### config.mk
export PLATFORM = sky130hd
export DESIGN_NAME = pkt_stack_cpu
export DESIGN_NICKNAME = d
export VERILOG_FILES = /design/src/rtl/pkt_cpu_pkg.sv /design/src/rtl/pkt_slot_dec.sv /design/src/rtl/pkt_alu.sv /design/src/rtl/pkt_stack3.sv /design/src/rtl/pkt_stack_cpu.sv
export SDC_FILE = /design/constraint.sdc
export NUM_CORES = 1
export LEC_CHECK = 0
export BUFFER_PORTS_ARGS = -buffer_cell sky130_fd_sc_hd__buf_2
export CAP_MARGIN = 0
export CORE_MARGIN = 10
export CORE_UTILIZATION = 45
export CTS_CLUSTER_SIZE = 16
export DETAILED_ROUTE_END_ITERATION = 6
export HOLD_SLACK_MARGIN = 0.03
export PLACE_DENSITY = 0.73
export RECOVER_POWER = 25
export SYNTH_ARGS = -nofsm -noshare
export SYNTH_HDL_FRONTEND = slang
export SYNTH_SLANG_ARGS = --single-unit
### constraint.sdc
create_clock -name clk -period 6.4 [get_ports clk]
set_input_delay 1.28 -clock clk [delete_from_list [all_inputs] [get_ports clk]]
set_output_delay 1.28 -clock clk [all_outputs]
set_load 0.02 [all_outputs]
### src/rtl/pkt_cpu_pkg.sv
package pkt_cpu_pkg;
    typedef enum logic [2:0] {
        OP_NOP   = 3'd0,
        OP_LIT   = 3'd1,
        OP_FETCH = 3'd2,
        OP_STORE = 3'd3,
        OP_ADD   = 3'd4,
        OP_AND   = 3'd5,
        OP_XOR   = 3'd6,
        OP_ZGO   = 3'd7
    } op_e;

    typedef enum logic {
        S_FETCH = 1'b0,
        S_EXEC  = 1'b1
    } fsm_e;

    typedef enum logic [2:0] {
        STK_HOLD,
        STK_PUSH,
        STK_REPL,
        STK_POP1,
        STK_POP2
    } stk_e;
endpackage

### src/rtl/pkt_slot_dec.sv
module pkt_slot_dec
    import pkt_cpu_pkg::*;
#(
    parameter int W     = 16,
    parameter int SLOTS = 5,
    parameter int OPW   = 3,
    parameter int SW    = 3
) (
    input  logic [W-1:0]  ir,
    input  logic [SW-1:0] slot,
    output op_e           op,
    output logic          last
);
    localparam int PKW = SLOTS * OPW;

    logic [PKW-1:0] body;
    logic [PKW-1:0] rest;

    always_comb begin
        body = ir[W-1 -: PKW];
        op   = op_e'(body[PKW-1 - OPW*int'(slot) -: OPW]);
        rest = body << (OPW * (int'(slot) + 1));
        last = (rest == '0);
    end
endmodule

### src/rtl/pkt_alu.sv
module pkt_alu
    import pkt_cpu_pkg::*;
#(
    parameter int W = 16
) (
    input  op_e          op,
    input  logic [W-1:0] a,
    input  logic [W-1:0] b,
    output logic [W-1:0] y
);
    always_comb begin
        case (op)
            OP_ADD:  y = a + b;
            OP_AND:  y = a & b;
            OP_XOR:  y = a ^ b;
            default: y = b;
        endcase
    end
endmodule

### src/rtl/pkt_stack3.sv
module pkt_stack3
    import pkt_cpu_pkg::*;
#(
    parameter int W = 16
) (
    input  logic         clk,
    input  logic         rst,
    input  stk_e         ctl,
    input  logic [W-1:0] din,
    output logic [W-1:0] tos,
    output logic [W-1:0] nos
);
    logic [W-1:0] bos;

    always_ff @(posedge clk) begin
        if (rst) begin
            tos <= '0;
            nos <= '0;
            bos <= '0;
        end else begin
            unique case (ctl)
                STK_HOLD: ;
                STK_PUSH: begin
                    tos <= din;
                    nos <= tos;
                    bos <= nos;
                end
                STK_REPL: tos <= din;
                STK_POP1: begin
                    tos <= din;
                    nos <= bos;
                end
                STK_POP2: begin
                    tos <= bos;
                    nos <= bos;
                end
                default: ;
            endcase
        end
    end

    // a push shifts the old top and second cell down one place
    a_r6_push_shift: assert property (@(posedge clk) disable iff (rst)
        (ctl == STK_PUSH) |=> (nos == $past(tos)) && (bos == $past(nos)));

    // a double pop leaves the old bottom cell in all three places
    a_r6_pop_dup: assert property (@(posedge clk) disable iff (rst)
        (ctl == STK_POP2) |=> (tos == $past(bos)) && (nos == $past(bos)));
endmodule

### src/rtl/pkt_stack_cpu.sv
module pkt_stack_cpu
    import pkt_cpu_pkg::*;
#(
    parameter int W     = 16,
    parameter int SLOTS = 5,
    parameter int OPW   = 3
) (
    input  logic         clk,
    input  logic         rst,
    output logic [W-1:0] mem_addr,
    input  logic [W-1:0] mem_rdata,
    output logic [W-1:0] mem_wdata,
    output logic         mem_rd,
    output logic         mem_wr
);
    localparam int PKW = SLOTS * OPW;
    localparam int SW  = $clog2(SLOTS + 1);

    fsm_e          state, nstate;
    logic [W-1:0]  pc;
    logic [W-1:0]  ir;
    logic [SW-1:0] slot;
    op_e           op;
    logic          last;
    logic [W-1:0]  tos, nos, alu_y, stk_din;
    stk_e          stk_ctl;
    logic          zgo_take;

    pkt_slot_dec #(.W(W), .SLOTS(SLOTS), .OPW(OPW), .SW(SW)) u_dec (
        .ir(ir), .slot(slot), .op(op), .last(last)
    );

    pkt_alu #(.W(W)) u_alu (
        .op(op), .a(nos), .b(tos), .y(alu_y)
    );

    pkt_stack3 #(.W(W)) u_stk (
        .clk(clk), .rst(rst), .ctl(stk_ctl), .din(stk_din),
        .tos(tos), .nos(nos)
    );

    assign zgo_take = (state == S_EXEC) && (op == OP_ZGO) && (nos == '0);

    // next-state logic
    always_comb begin
        nstate = state;
        unique case (state)
            S_FETCH: if (mem_rdata[W-1 -: PKW] != '0) nstate = S_EXEC;
            S_EXEC:  if (zgo_take || last) nstate = S_FETCH;
            default: nstate = S_FETCH;
        endcase
    end

    // state and sequencing registers
    always_ff @(posedge clk) begin
        if (rst) begin
            state <= S_FETCH;
            pc    <= '0;
            ir    <= '0;
            slot  <= '0;
        end else begin
            state <= nstate;
            unique case (state)
                S_FETCH: begin
                    ir   <= mem_rdata;
                    pc   <= pc + 1'b1;
                    slot <= '0;
                end
                S_EXEC: begin
                    slot <= slot + 1'b1;
                    if (op == OP_LIT) pc <= pc + 1'b1;
                    else if (zgo_take) pc <= tos;
                end
                default: ;
            endcase
        end
    end

    // outputs: bus and stack control
    always_comb begin
        mem_addr  = pc;
        mem_wdata = nos;
        mem_rd    = 1'b0;
        mem_wr    = 1'b0;
        stk_ctl   = STK_HOLD;
        stk_din   = mem_rdata;
        unique case (state)
            S_FETCH: mem_rd = 1'b1;
            S_EXEC: begin
                unique case (op)
                    OP_NOP: ;
                    OP_LIT: begin
                        mem_rd  = 1'b1;
                        stk_ctl = STK_PUSH;
                    end
                    OP_FETCH: begin
                        mem_addr = tos;
                        mem_rd   = 1'b1;
                        stk_ctl  = STK_REPL;
                    end
                    OP_STORE: begin
                        mem_addr = tos;
                        mem_wr   = 1'b1;
                        stk_ctl  = STK_POP2;
                    end
                    OP_ADD, OP_AND, OP_XOR: begin
                        stk_ctl = STK_POP1;
                        stk_din = alu_y;
                    end
                    OP_ZGO: stk_ctl = STK_POP2;
                    default: ;
                endcase
            end
            default: ;
        endcase
    end

    // reset returns the core to packet fetch at address zero
    a_r1_reset_home: assert property (@(posedge clk)
        rst |=> (state == S_FETCH) && (pc == '0));

    // a single access per cycle
    a_r10_one_access: assert property (@(posedge clk) disable iff (rst)
        !(mem_rd && mem_wr));

    // a taken jump fetches the target packet next
    a_r7_jump_fetch: assert property (@(posedge clk) disable iff (rst)
        zgo_take |=> (state == S_FETCH) && (mem_addr == $past(tos)) && mem_rd);

    // nothing but NOP left means fetch the next packet
    a_r9_tail_fetch: assert property (@(posedge clk) disable iff (rst)
        (state == S_EXEC && last) |=> (state == S_FETCH));

    // each literal consumes one inline word
    a_r3_lit_step: assert property (@(posedge clk) disable iff (rst)
        (state == S_EXEC && op == OP_LIT) |=> (pc == $past(pc) + 1'b1));

    // an untaken jump moves on in the same packet unless it was the tail
    a_r8_fall_through: assert property (@(posedge clk) disable iff (rst)
        (state == S_EXEC && op == OP_ZGO && nos != '0 && !last)
        |=> (state == S_EXEC) && (pc == $past(pc)));
endmodule

## Word level (Yosys, flattened, before mapping)

Index checks and enable logic that the tools add are counted.

| word-level totals | value |
|---|---|
| input bits | 18 |
| register bits | 84 |
| ROM bits | 0 |
| output and inout port bits | 34 |
| memories | 0 |
| logic and storage cells | 67 |
| bits in latches | 0 |
| bits in writable memories | 0 |

| operators by class | value |
|---|---|
| order comparisons | 0 |
| $add $sub $neg | 5 |
| equality and inequality tests | 13 |
| divide/modulo/power cells | 0 |
| multiply operators | 2 |
| mux-type cells | 20 |
| shifts and indexed selects | 2 |
| reduce and logical (&&, ||, !) cells | 15 |
| bitwise gates (word level) | 3 |

Operator list:

| cell | count |
|---|---|
| 2-to-1 mux 16 bit | 6 |
| case mux 16 bit (2 select lines) | 3 |
| case mux 16 bit (3 select lines) | 1 |
| multiplier 3 x 32 -> 32 bit, first input constant | 1 |
| variable part select 17 x 32 -> 3 bit | 1 |
| left shift 15 x 32 -> 15 bit | 1 |
| subtractor 5 x 32 -> 32 bit, first input constant | 1 |
| adder 16 x 1 -> 16 bit, second input constant | 1 |
| adder 16 bit | 1 |
| bitwise AND 16 bit | 1 |
| logical NOT 16 bit | 1 |
| bitwise XOR 16 bit | 1 |
| == test 3 bit, second input constant | 5 |
| logical NOT 15 bit | 1 |
| nonzero test 15 bit | 1 |
| == test 3 x 2 -> 1 bit, second input constant | 4 |
| case mux 3 bit (4 select lines) | 1 |
| OR reduction 2 bit | 4 |
| == test 3 x 1 -> 1 bit, second input constant | 2 |
| != test 6 x 3 -> 1 bit, second input constant | 1 |
| case mux 3 bit (2 select lines) | 1 |
| OR reduction 3 bit | 2 |
| multiplier 2 x 3 -> 5 bit, first input constant | 1 |
| 2-to-1 mux 1 bit | 5 |
| 10 further kinds | 13 |

## Longest topological paths before layout

Gate-level depths: netlist (run 1).

| depth | value |
|---|---|
| word-level depth | 11 |
| depth in mapped cells | 18 |
| depth with buffers taken out | 11 |

## Modules after synthesis

From an unflattened synthesis (run 1), not the netlist that was laid out.

| unflattened totals | value |
|---|---|
| cell total of the unflattened synthesis | 856 |
| area, all modules | 6822.8 um^2 |

By module, submodules not included:

| module | times used | seq. area each (um^2) | cells an instance | area an instance (um^2) |
|---|---|---|---|---|
| pkt_stack_cpu | 1 | 720.7 | 262 | 2311.0 |
| pkt_stack3 | 1 | 960.9 | 275 | 2252.2 |
| pkt_alu | 1 | 0.0 | 201 | 1330.0 |
| pkt_slot_dec | 1 | 0.0 | 118 | 929.6 |

## Worst setup path before layout (run 1)

No wires, ideal clock.

| timing path | value |
|---|---|
| path type | register to output |
| from | register slot[0] |
| to | output port mem_addr[1] |
| required time | 5.120 ns |
| arrival | 3.911 ns |
| path buffers | 6 |
| cell stages (with the launch flop) | 15 |
| slack | 1.209 ns |
| path through | dfxtp_1 > buf_2 > clkbuf_1 > clkbuf_1 > inv_1 > ha_1 > buf_6 > nand3b_1 > xnor2_1 > mux4_2 > nand2_2 > buf_2 > nand3_2 > buf_2 > o21ai_0 |

| between the ends | value |
|---|---|
| cells in the longest elaborated chain, start to end | 7 |
| elaborated cells between the ends (all ways) | 8 |

Ends and longest elaborated chain:

| item | RTL line | source |
|---|---|---|
| start: declaration | pkt_stack_cpu.sv:22 | `logic [SW-1:0] slot;` |
| start signal: assignment | pkt_stack_cpu.sv:70 | `slot <= slot + 1'b1;` |
| multiplier 2 x 3 -> 5 bit (*) | pkt_slot_dec.sv:21 | `op = op_e'(body[PKW-1 - OPW*int'(slot) -: OPW]);` |
| subtractor 5 x 32 -> 32 bit (*) | pkt_slot_dec.sv:21 |  |
| variable part select 17 x 32 -> 3 bit (*) | pkt_slot_dec.sv:21 |  |
| == test 3 x 2 -> 1 bit | pkt_stack_cpu.sv:90 | `unique case (op)` |
| OR reduction 2 bit (no source line) (*) | n/a |  |
| 2-to-1 mux 16 bit (*) | pkt_stack_cpu.sv:90 |  |
| 2-to-1 mux 16 bit (*) | pkt_stack_cpu.sv:87 | `unique case (state)` |
| end: declaration | pkt_stack_cpu.sv:10 | `output logic [W-1:0] mem_addr,` |

Every way passes the cells marked *; elsewhere a longest branch is shown, timed or not.

## Worst setup path after layout (run 1)

| timing path | value |
|---|---|
| from | register slot[0] |
| to | output port mem_addr[13] |

The elaborated chain is that of the path after synthesis.

==> impl_metrics.csv, run 1 <==
group,metric,value,unit
route,drt_iter0_markers,738,
yosys,synth_top_family_by_area,"compound AO/OA/AOI/OAI gates",
finish,final_area,0.006589,sq mm
yosys,synthMuxAreaShare,10.64,%
place,portBuffers,51,
clock_network,cts_tree,"yes",
route,dr.pass1.iters,5,
yosys,ys_warn_count,0,
sta,maxSlewHeadroom,-41.45,%
worst_setup_path,start_kind,"flip-flop",
worst_setup_path,crit_path_max_fanout,18,
yosys,synth_compound_area_share,26.79,%
global_route,grt_pass1_wl,29880,um
route,num_vias,5925,
route,drc,0,
die,ioPinCount,52,
finish,area_growth,9.869,%
yosys,yosysTopAreaCellShare,27.71,%
sta,fin_crit,5.415,ns
yosys,synth_fa_ha_area_share,6.802,%
global_route,grt.total_usage,20.13,%
yosys,async_flop_share,0,%
yosys,synth-seq-cells,83,
clock_network,cts_setup_buffers,0,
die,rows,42,
place,dp.cells,917,
global_route,use_met2,30.60,%
power_and_ir_drop,power_leakage,2.528,nW
worst_setup_path,arrival,4.13,ns
sta,worst_slack,0.9853,ns
place,dpl-instance-area,0.006310,sq mm
yosys,synthesis.nets,774,
place,dp_hpwl,13050,um
route,ant_nets,0,
yosys,synth.area.top_cells,"dfxtp_1 28%, ha_1 5.6%, nand2_1 5.6%, a21oi_1 4.9%, nor2_1 4.0%",
place,place.gp.congestion,0.9303,
yosys,synth_area,0.005997,sq mm
worst_setup_path,cp.required,5.12,ns
clock_network,root_buffer,"clkbuf_16",
sta,tightest_slew,2.122,ns
finish,insertedDiodeCount,0,
clock_network,cts.sink_count,83,
yosys,synth_area_per_cell,8.260,sq um
die,die_area,0.01834,sq mm
sta,report.final.slew_viol_count,46,
die,die_w,135.4,um
sta,finalHoldViolations,0,
global_route,overflow,0,
sta,setup-tns-final,0,ns
yosys,postSynthCellCount,726,
finish,nets,800,
yosys,synth_edf_count,0,
clock_network,path_clk_slew,0.06,ns
clock_network,cts-resized-gates,0,
sta,max_freq,184.7,MHz
sta,clock_skew,0.008584,ns
place,dp_slack,1.389,ns
yosys,synth_most_common_cell,"nand2_1",
sta,min_period_over_period,84.61,%
flow_run,cap_violations,1,
clock_network,cts_made_buffers,9,
global_route,met3_usage,4.451,%
yosys,synth_xor_area_share,1.168,%
yosys,yosysTopAreaCell,"dfxtp_1",
outcome,violations,"max-capacitance violations, max-slew violations",
finish,post-route-util,50.15,%
sta,holdWs,0.4721,ns
route,routedWlPerCell,19.97,um
global_route,met1_usage,27.71,%
power_and_ir_drop,powerDensity,232.4,mW/mm^2
clock_network,hold_buffers,0,
yosys,synth_commonest_cells,"89 x nand2_1, 83 x dfxtp_1, 64 x nor2_1",
global_route,grt_pass1_vias,5471,
sta,rsz0062_at_grt,"false",
power_and_ir_drop,power,1.532,mW
yosys,ys_types,83,
clock_network,clockBufferDepth,2,
sta,finalSetupViolations,0,
worst_setup_path,crit_path_end_kind,"primary output",
yosys,synth-simple-area-share,21.99,%
global_route,grt.busiest_layer,"met2",
clock_network,insertion_delay,0.35,ns
power_and_ir_drop,ir_drop,0.1347,mV
hold_path,hp-class,"reg2reg",
clock_network,htreeDepth,3,
outcome,status,"finished with violations",
route,wirelength,18610,um
finish,drive_above_1_share,15.21,%
finish,finalNonFillerCells,932,
yosys,ys_seq_area_share,27.71,%
global_route,grt_start_max_net_pins,46,
die,initial_utilization,45.65,%
global_route,antenna_found_initial,0,
yosys,ys.flop_type,"dfxtp_1",
worst_setup_path,crit_type,"reg2out",
die,die_h,135.4,um
route,drt-vias-per-instance,6.357,
die,core_area,0.01314,sq mm
-- path summary, 6_finish.rpt --
kind | startpoint | end | slack [ns] | cells past startpoint
worst max-delay path | slot[0]$_SDFF_PP0_ | mem_addr[13] | 0.99 | 9
worst min-delay path | u_stk.bos[0]$_SDFFE_PP0N_ | u_stk.bos[0]$_SDFFE_PP0N_ | 0.47 | 2
worst max register to register | slot[0]$_SDFF_PP0_ | pc[7]$_SDFFE_PP0P_ | 2.12 | 10
worst min register to register | u_stk.bos[0]$_SDFFE_PP0N_ | u_stk.bos[0]$_SDFFE_PP0N_ | 0.47 | 2
-- placed cells by master, fill, tap and decap left out, types with 10 or more instances in the layout --
cell | synthesis | routed
mux4_2 | 10 | 10
buf_2 | 19 | 39
buf_4 | 1 | 10
nand3_1 | 14 | 14
nand3b_1 | 17 | 17
clkbuf_1 | 21 | 13
inv_1 | 14 | 14
ha_1 | 27 | 27
o21ai_0 | 31 | 31
dfxtp_1 | 83 | 83
a21oi_1 | 59 | 59
nor2_1 | 64 | 64
and3_1 | 14 | 14
mux2i_1 | 21 | 21
nand2_1 | 89 | 89
a22oi_1 | 16 | 16
a31oi_1 | 21 | 21
mux2_2 | 17 | 17
-- registers in the layout (all words and copies together), names as in the netlist --
name,count
state,1
ir,15
slot,3
u_stk.bos,16
u_stk.nos,16
pc,16
u_stk.tos,16
-- cell type report --
| cell class | instances | area, sq um |
|---|---|---|
| Fill cell | 1299 | 6549 |
| Clock inverter | 4 | 51.30 |
| Timing Repair Buffer | 61 | 315.3 |
| Clock buffer | 11 | 242.7 |
| Tap cell | 176 | 220.2 |
| Sequential cell | 83 | 1662 |
| Multi-Input combinational cell | 582 | 4041 |
| Inverter | 15 | 56.30 |
-- critical path, cell delays in order (launching register included) --
cell,delay [ns]
dfxtp_1,0.37
ha_1,0.27
fa_1,0.68
nand3b_1,0.23
xnor2_1,0.29
mux4_2,0.56
nand2_2,0.34
nand3_2,0.44
mux2_2,0.43
buf_2,0.16
-- metal layers --
layer,routed length (um),up-vias
li1,-,2793
met1,8294,2794
met2,8316,304
met3,1628,34
met4,370,0
met5,0,-
-- power by group --
part / leakage [nW] / internal (mW) / switching (mW)
Sequential: 0.675 / 0.546 / 0.0534
Clock: 0.142 / 0.311 / 0.221
Combinational: 1.71 / 0.145 / 0.256
-- logic make-up after synthesis --
kind of cell / Yosys count
AOI/OAI and AO/OA: 232
adders and majority gates: 31
muxes: 49
buffers and inverters: 61
and+or+nand+nor: 262
xor gates and xnor gates: 8
DFF: 83
(Power assumes the default switching activity.)
==> run 2, diff against run 1 <==
- PLACE_DENSITY: 0.73 -> 0.75
- clock period: 6.4 -> 4.8 ns (I/O delays scaled with it)
==> run 2 against run 1 <==
Effect of this change: core utilization grew 0.15 points; the flow now finishes without violations; register-to-register slack lost 1.4 ns; sequential power grew 34%; largest power group unchanged; setup slack lost 0.76 ns; wire length shrank 1.9%; worst hold slack gained 0.0032 ns; critical path depth is the same; via count grew 1.5%; non-clock buffer count grew 7; power grew 29%; flip-flop and latch count is the same.
==> impl_metrics.csv, run 2 (synthesis gave the netlist of run 1 again) <==
group,metric,value,unit
outcome,status,"complete, no violations",
route,num_vias,6013,
worst_setup_path,crit_buf_inv,1,
worst_setup_path,crit_family,"multiplexers",
sta,finalHoldViolations,0,
global_route,met1_usage,27.00,%
sta,fin_crit,4.570,ns
power_and_ir_drop,power_leakage,2.541,nW
place,portBuffers,51,
clock_network,cts-resized-gates,1,
sta,min_period_over_period,95.20,%
sta,holdWs,0.4754,ns
clock_network,root_buffer,"clkbuf_16",
sta,setup-tns-final,0,ns
worst_setup_path,cp_cell_sequence,"ha_1, fa_1, nand3b_1, xnor2_1, mux4_2, nand2_2, nand3_4, mux2_2, buf_2",
clock_network,path_clk_slew,0.06,ns
flow_run,cap_violations,0,
route,drc,0,
global_route,overflow,0,
clock_network,cts.sink_count,83,
finish,drive_above_1_share,15.73,%
clock_network,clockBufferDepth,2,
power_and_ir_drop,ir_drop,0.1498,mV
clock_network,cts_made_buffers,9,
die,ioPinCount,52,
sta,worst_slack,0.2303,ns
sta,rsz0062_at_grt,"false",
clock_network,insertion_delay,0.35,ns
clock_network,cts_tree,"yes",
clock_network,cts_setup_buffers,0,
place,dp_hpwl,13300,um
worst_setup_path,crit_path_end_kind,"primary output",
route,routedWlPerCell,19.44,um
route,wirelength,18250,um
global_route,use_met2,28.97,%
route,dr.pass1.iters,6,
place,dp_slack,0.4025,ns
route,drt_iter0_markers,875,
die,die_h,135.4,um
die,rows,42,
die,die_area,0.01834,sq mm
finish,post-route-util,50.30,%
die,initial_utilization,45.65,%
finish,insertedDiodeCount,0,
sta,clock_skew,0.01026,ns
worst_setup_path,start_kind,"flip-flop",
sta,max_freq,218.8,MHz
place,dp.cells,924,
die,core_area,0.01314,sq mm
worst_setup_path,cpPeakStageDelay,0.66,ns
global_route,grt_pass1_vias,5498,
finish,final_common_cell,"nand2_1",
clock_network,hold_buffers,0,
worst_setup_path,cp.required,3.84,ns
sta,finalSetupViolations,0,
hold_path,hp-class,"reg2reg",
worst_setup_path,crit_path_max_fanout,18,
die,die_w,135.4,um
power_and_ir_drop,powerDensity,298.2,mW/mm^2
global_route,met3_usage,5.972,%
sta,maxSlewHeadroom,9.987,%
worst_setup_path,arrival,3.61,ns
sta,report.final.slew_viol_count,0,
worst_setup_path,crit_type,"reg2out",
place,place.gp.congestion,0.9966,
worst_setup_path,slowest_stage,"fa_1",
global_route,grt.busiest_layer,"met2",
clock_network,htreeDepth,3,
route,drt-vias-per-instance,6.404,
finish,fillers,1290,
global_route,antenna_found_initial,0,
finish,nets,807,
sta,tightest_slew,1.350,ns
finish,area_growth,10.20,%
finish,finalNonFillerCells,939,
finish,final_cell_mix,"89 x nand2_1, 83 x dfxtp_1, 64 x nor2_1, 59 x a21oi_1, 39 x buf_2",
global_route,grt.total_usage,19.92,%
global_route,grt_start_max_net_pins,33,
global_route,grt_pass1_wl,29630,um
route,ant_nets,0,
run 2: metal layers:
| layer | up-vias | wire, um |
|---|---|---|
| met3 | 58 | 1889 |
| met4 | 0 | 561 |
| met5 | - | 0 |
| met2 | 317 | 7887 |
| met1 | 2818 | 7916 |
| li1 | 2820 | - |
run 2: worst reg2reg max path, stage by stage (launching register included):
cell      delay, ns
dfxtp_1        0.35
buf_4          0.22
inv_1          0.06
ha_1           0.29
buf_4          0.21
mux4_2         0.54
a221oi_1       0.58
o31a_4         0.38
o31ai_4        0.08
buf_4          0.21
nor2_1         0.64
o21ai_0        0.21
a31oi_1        0.18
run 2: path summary, 6_finish.rpt:
path	start	endpoint	slack, ns	cells after the start
max	slot[1]$_SDFF_PP0_	mem_addr[12]	0.23	9
min	u_stk.bos[0]$_SDFFE_PP0N_	u_stk.bos[0]$_SDFFE_PP0N_	0.48	2
max reg2reg	slot[0]$_SDFF_PP0_	pc[7]$_SDFFE_PP0P_	0.75	12
min reg2reg	u_stk.bos[0]$_SDFFE_PP0N_	u_stk.bos[0]$_SDFFE_PP0N_	0.48	2
run 2: layout make-up:
cell class / count / area, sq um / share of cell area (%)
clock buffer: 10 / 229.0 / 3.465
clock inverter: 5 / 31.28 / 0.4733
inverter: 15 / 56.30 / 0.8519
multi-input combinational: 582 / 4050 / 61.28
sequential: 83 / 1662 / 25.14
tap: 176 / 220.2 / 3.332
timing repair buffer: 68 / 360.3 / 5.452
run 2: metrics by stage:
stage | total power, mW | cell area [sq um]
floorplan | 1.192 | 5997
global placement | 1.336 | 6362
detailed placement | 1.338 | 6362
CTS | 1.971 | 6630
global route | 2.063 | 6609
finish | 1.971 | 6609
run 2: power breakdown:
part           switching (mW)  internal (mW)  leakage [nW]  total, mW
logic                   0.341          0.200          1.74      0.542
clock network           0.284          0.346         0.128      0.629
registers              0.0719          0.728         0.675      0.800
==> run 3, diff against run 2 <==
- SYNTH_HIERARCHICAL: unset -> 1
==> run 3 against run 2 <==
Effect of this change: the run now ends with design-rule violations left; final area increased by 14%; critical path depth grew 4; clock power is 26% higher; area after synthesis grew 13%; die area increased by 11%; register-to-register slack lost 0.41 ns; power increased by 51%; sequential power is 18% higher; count of clock-buffer cells in the layout is 3 higher; largest cell class unchanged; combinational power up 130%; via count is 17% higher; non-clock buffer count grew 12.
==> impl_metrics.csv, run 3 <==
group,metric,value,unit
finish,final_cell_mix,"90 x a21oi_1, 82 x dfxtp_1, 73 x nor2_1, 67 x o21ai_0, 55 x nand2_1",
clock_network,insertion_delay,0.34,ns
worst_setup_path,cpPeakStageDelay,0.49,ns
route,wirelength,21540,um
route,drc,13,
sta,rsz0062_at_grt,"false",
global_route,overflow,0,
die,ioPinCount,52,
power_and_ir_drop,ir_drop,0.2740,mV
finish,nets,931,
worst_setup_path,cp.required,3.84,ns
sta,setup-tns-final,0,ns
power_and_ir_drop,power_leakage,2.986,nW
sta,report.final.slew_viol_count,0,
place,dp_hpwl,15560,um
route,num_vias,7032,
yosys,synth_area_per_cell,7.959,sq um
finish,final_common_cell,"a21oi_1",
sta,min_period_over_period,95.56,%
yosys,ys_warn_count,6,
die,die_h,142.8,um
finish,drive_above_1_share,16.99,%
worst_setup_path,start_kind,"flip-flop",
sta,fin_crit,4.587,ns
yosys,postSynthCellCount,853,
global_route,grt_start_max_net_pins,55,
yosys,synthesis.nets,900,
worst_setup_path,crit_type,"reg2out",
sta,finalSetupViolations,0,
clock_network,cts_tree,"yes",
worst_setup_path,crit_family,"adder cells",
global_route,antenna_found_initial,0,
clock_network,path_clk_slew,0.06,ns
route,dr.pass1.iters,7,
finish,post-route-util,51.67,%
clock_network,cts.sink_count,83,
sta,finalHoldViolations,0,
route,routedWlPerCell,20.07,um
clock_network,clockBufferDepth,2,
worst_setup_path,slowest_stage,"fa_2",
hold_path,hp-start,"u_stk/bos[7]$_SDFFE_PP0P_",
hold_path,hp-class,"reg2reg",
worst_setup_path,cp_num_cells,13,
worst_setup_path,r2r_end,"u_stk/tos[11]$_SDFFE_PP0P_",
sta,max_freq,218.0,MHz
die,die_w,142.8,um
sta,tightest_slew,1.017,ns
flow_run,cap_violations,0,
clock_network,root_buffer,"clkbuf_16",
sta,maxSlewHeadroom,32.19,%
route,drt_iter0_markers,803,
finish,area_growth,11.44,%
outcome,violations,"design-rule violations",
outcome,status,"finished with violations",
global_route,grt_pass1_wl,33450,um
clock_network,cts_made_buffers,9,
yosys,synth_area,0.006789,sq mm
worst_setup_path,ff2ff_path_depth,19,
die,rows,44,
global_route,grt.total_usage,20.04,%
finish,final_area,0.007566,sq mm
worst_setup_path,r2r_setup_slack,0.34,ns
die,die_area,0.02040,sq mm
worst_setup_path,cp-endpoint,"mem_rd",
power_and_ir_drop,powerDensity,392.3,mW/mm^2
worst_setup_path,arrival,3.63,ns
worst_setup_path,crit_buf_inv,5,
finish,fillers,1405,
route,ant_nets,0,
worst_setup_path,cp_cell_sequence,"inv_1, ha_1, inv_1, fa_2, buf_4, inv_2, nand2_1, mux4_2, o32ai_2, mux2_4, xnor2_1, o21ai_0, buf_2",
clock_network,htreeDepth,3,
place,portBuffers,51,
die,core_area,0.01464,sq mm
place,dpl-instance-area,0.007173,sq mm
worst_setup_path,crit_path_end_kind,"primary output",
finish,insertedDiodeCount,0,
sta,clock_skew,0.006687,ns
worst_setup_path,crit_path_max_fanout,9,
worst_setup_path,r2r_start,"slot[1]$_SDFF_PP0_",
place,place.gp.congestion,0.9778,
die,initial_utilization,46.36,%
worst_setup_path,path_common_cell,"inv_1",
worst_setup_path,crit_path_start,"slot[1]$_SDFF_PP0_",
global_route,grt_pass1_vias,6229,
route,drt-vias-per-instance,6.554,
[run 3: stage by stage]
step	hold slack, ns	worst slack [ns]	std cells	power [mW]
floorplan	0.4492	0.1372	853	1.810
global placement	0.4694	0.2344	1053	2.114
detailed placement	0.4778	0.1431	1053	2.135
CTS	0.4888	0.03641	1069	2.923
global route	0.5089	0.04083	1073	3.121
finish	0.4827	0.2131	1073	2.968
[run 3: timing repair]
item,CTS,global route
setup endpoints to repair,3,69
resized for setup,1,6
setup buffers,0,3
hold buffers,0,0
pin swaps,0,1
gates cloned,0,1
[run 3: worst min-delay path by stage]
stage          depth (start not counted)                          to  slack [ns]
3_3_place_gp                           2   u_stk/bos[1]$_SDFFE_PP0P_        0.47
4_1_cts                                2   u_stk/bos[1]$_SDFFE_PP0P_        0.49
2_1_floorplan                          2   u_stk/bos[0]$_SDFFE_PP0P_        0.45
3_5_place_dp                           2  u_stk/bos[12]$_SDFFE_PP0P_        0.48
6_report                               2   u_stk/bos[7]$_SDFFE_PP0P_        0.48
5_1_grt                                2  u_stk/bos[11]$_SDFFE_PP0P_        0.51
[run 3: cell type report]
type                            count  area [sq um]  area share (%)
Sequential cell                    83          1663           21.98
Multi-Input combinational cell    688          4777           63.14
Inverter                           22         82.58           1.091
Clock buffer                       13         270.3           3.572
Clock inverter                      3         68.82          0.9095
Tap cell                          184         230.2           3.043
Timing Repair Buffer               80         474.2           6.268
[run 3: metal layers]
metal	vias up	global-route usage (%)	share of wire (%)
li1	3300	-	-
met5	-	0	0
met3	41	3.847	9.7
met4	0	7.818	2.8
met1	3320	27.10	43
met2	371	30.76	45
[run 3: worst register-to-register path, cell delays in order, from the launching register on]
cell and delay (ns):
dfxtp_2 0.38, inv_1 0.07, ha_1 0.30, inv_1 0.05, fa_2 0.59, buf_4 0.19, inv_2 0.05, a2111oi_1 0.31
a311o_1 0.19, o32ai_2 0.10, mux2_4 0.36, buf_12 0.15, a21oi_1 0.22, o21ai_0 0.20, maj3_1 0.38, a22oi_1 0.16
nor3_1 0.08, mux2_2 0.29, a22oi_1 0.18, a21oi_1 0.09
[run 3: report_power, final]
part	internal [mW]	leakage [nW]	switching [mW]
registers	0.770	0.678	0.175
logic	0.478	2.14	0.755
clock network	0.500	0.166	0.290
total	1.75	2.99	1.22
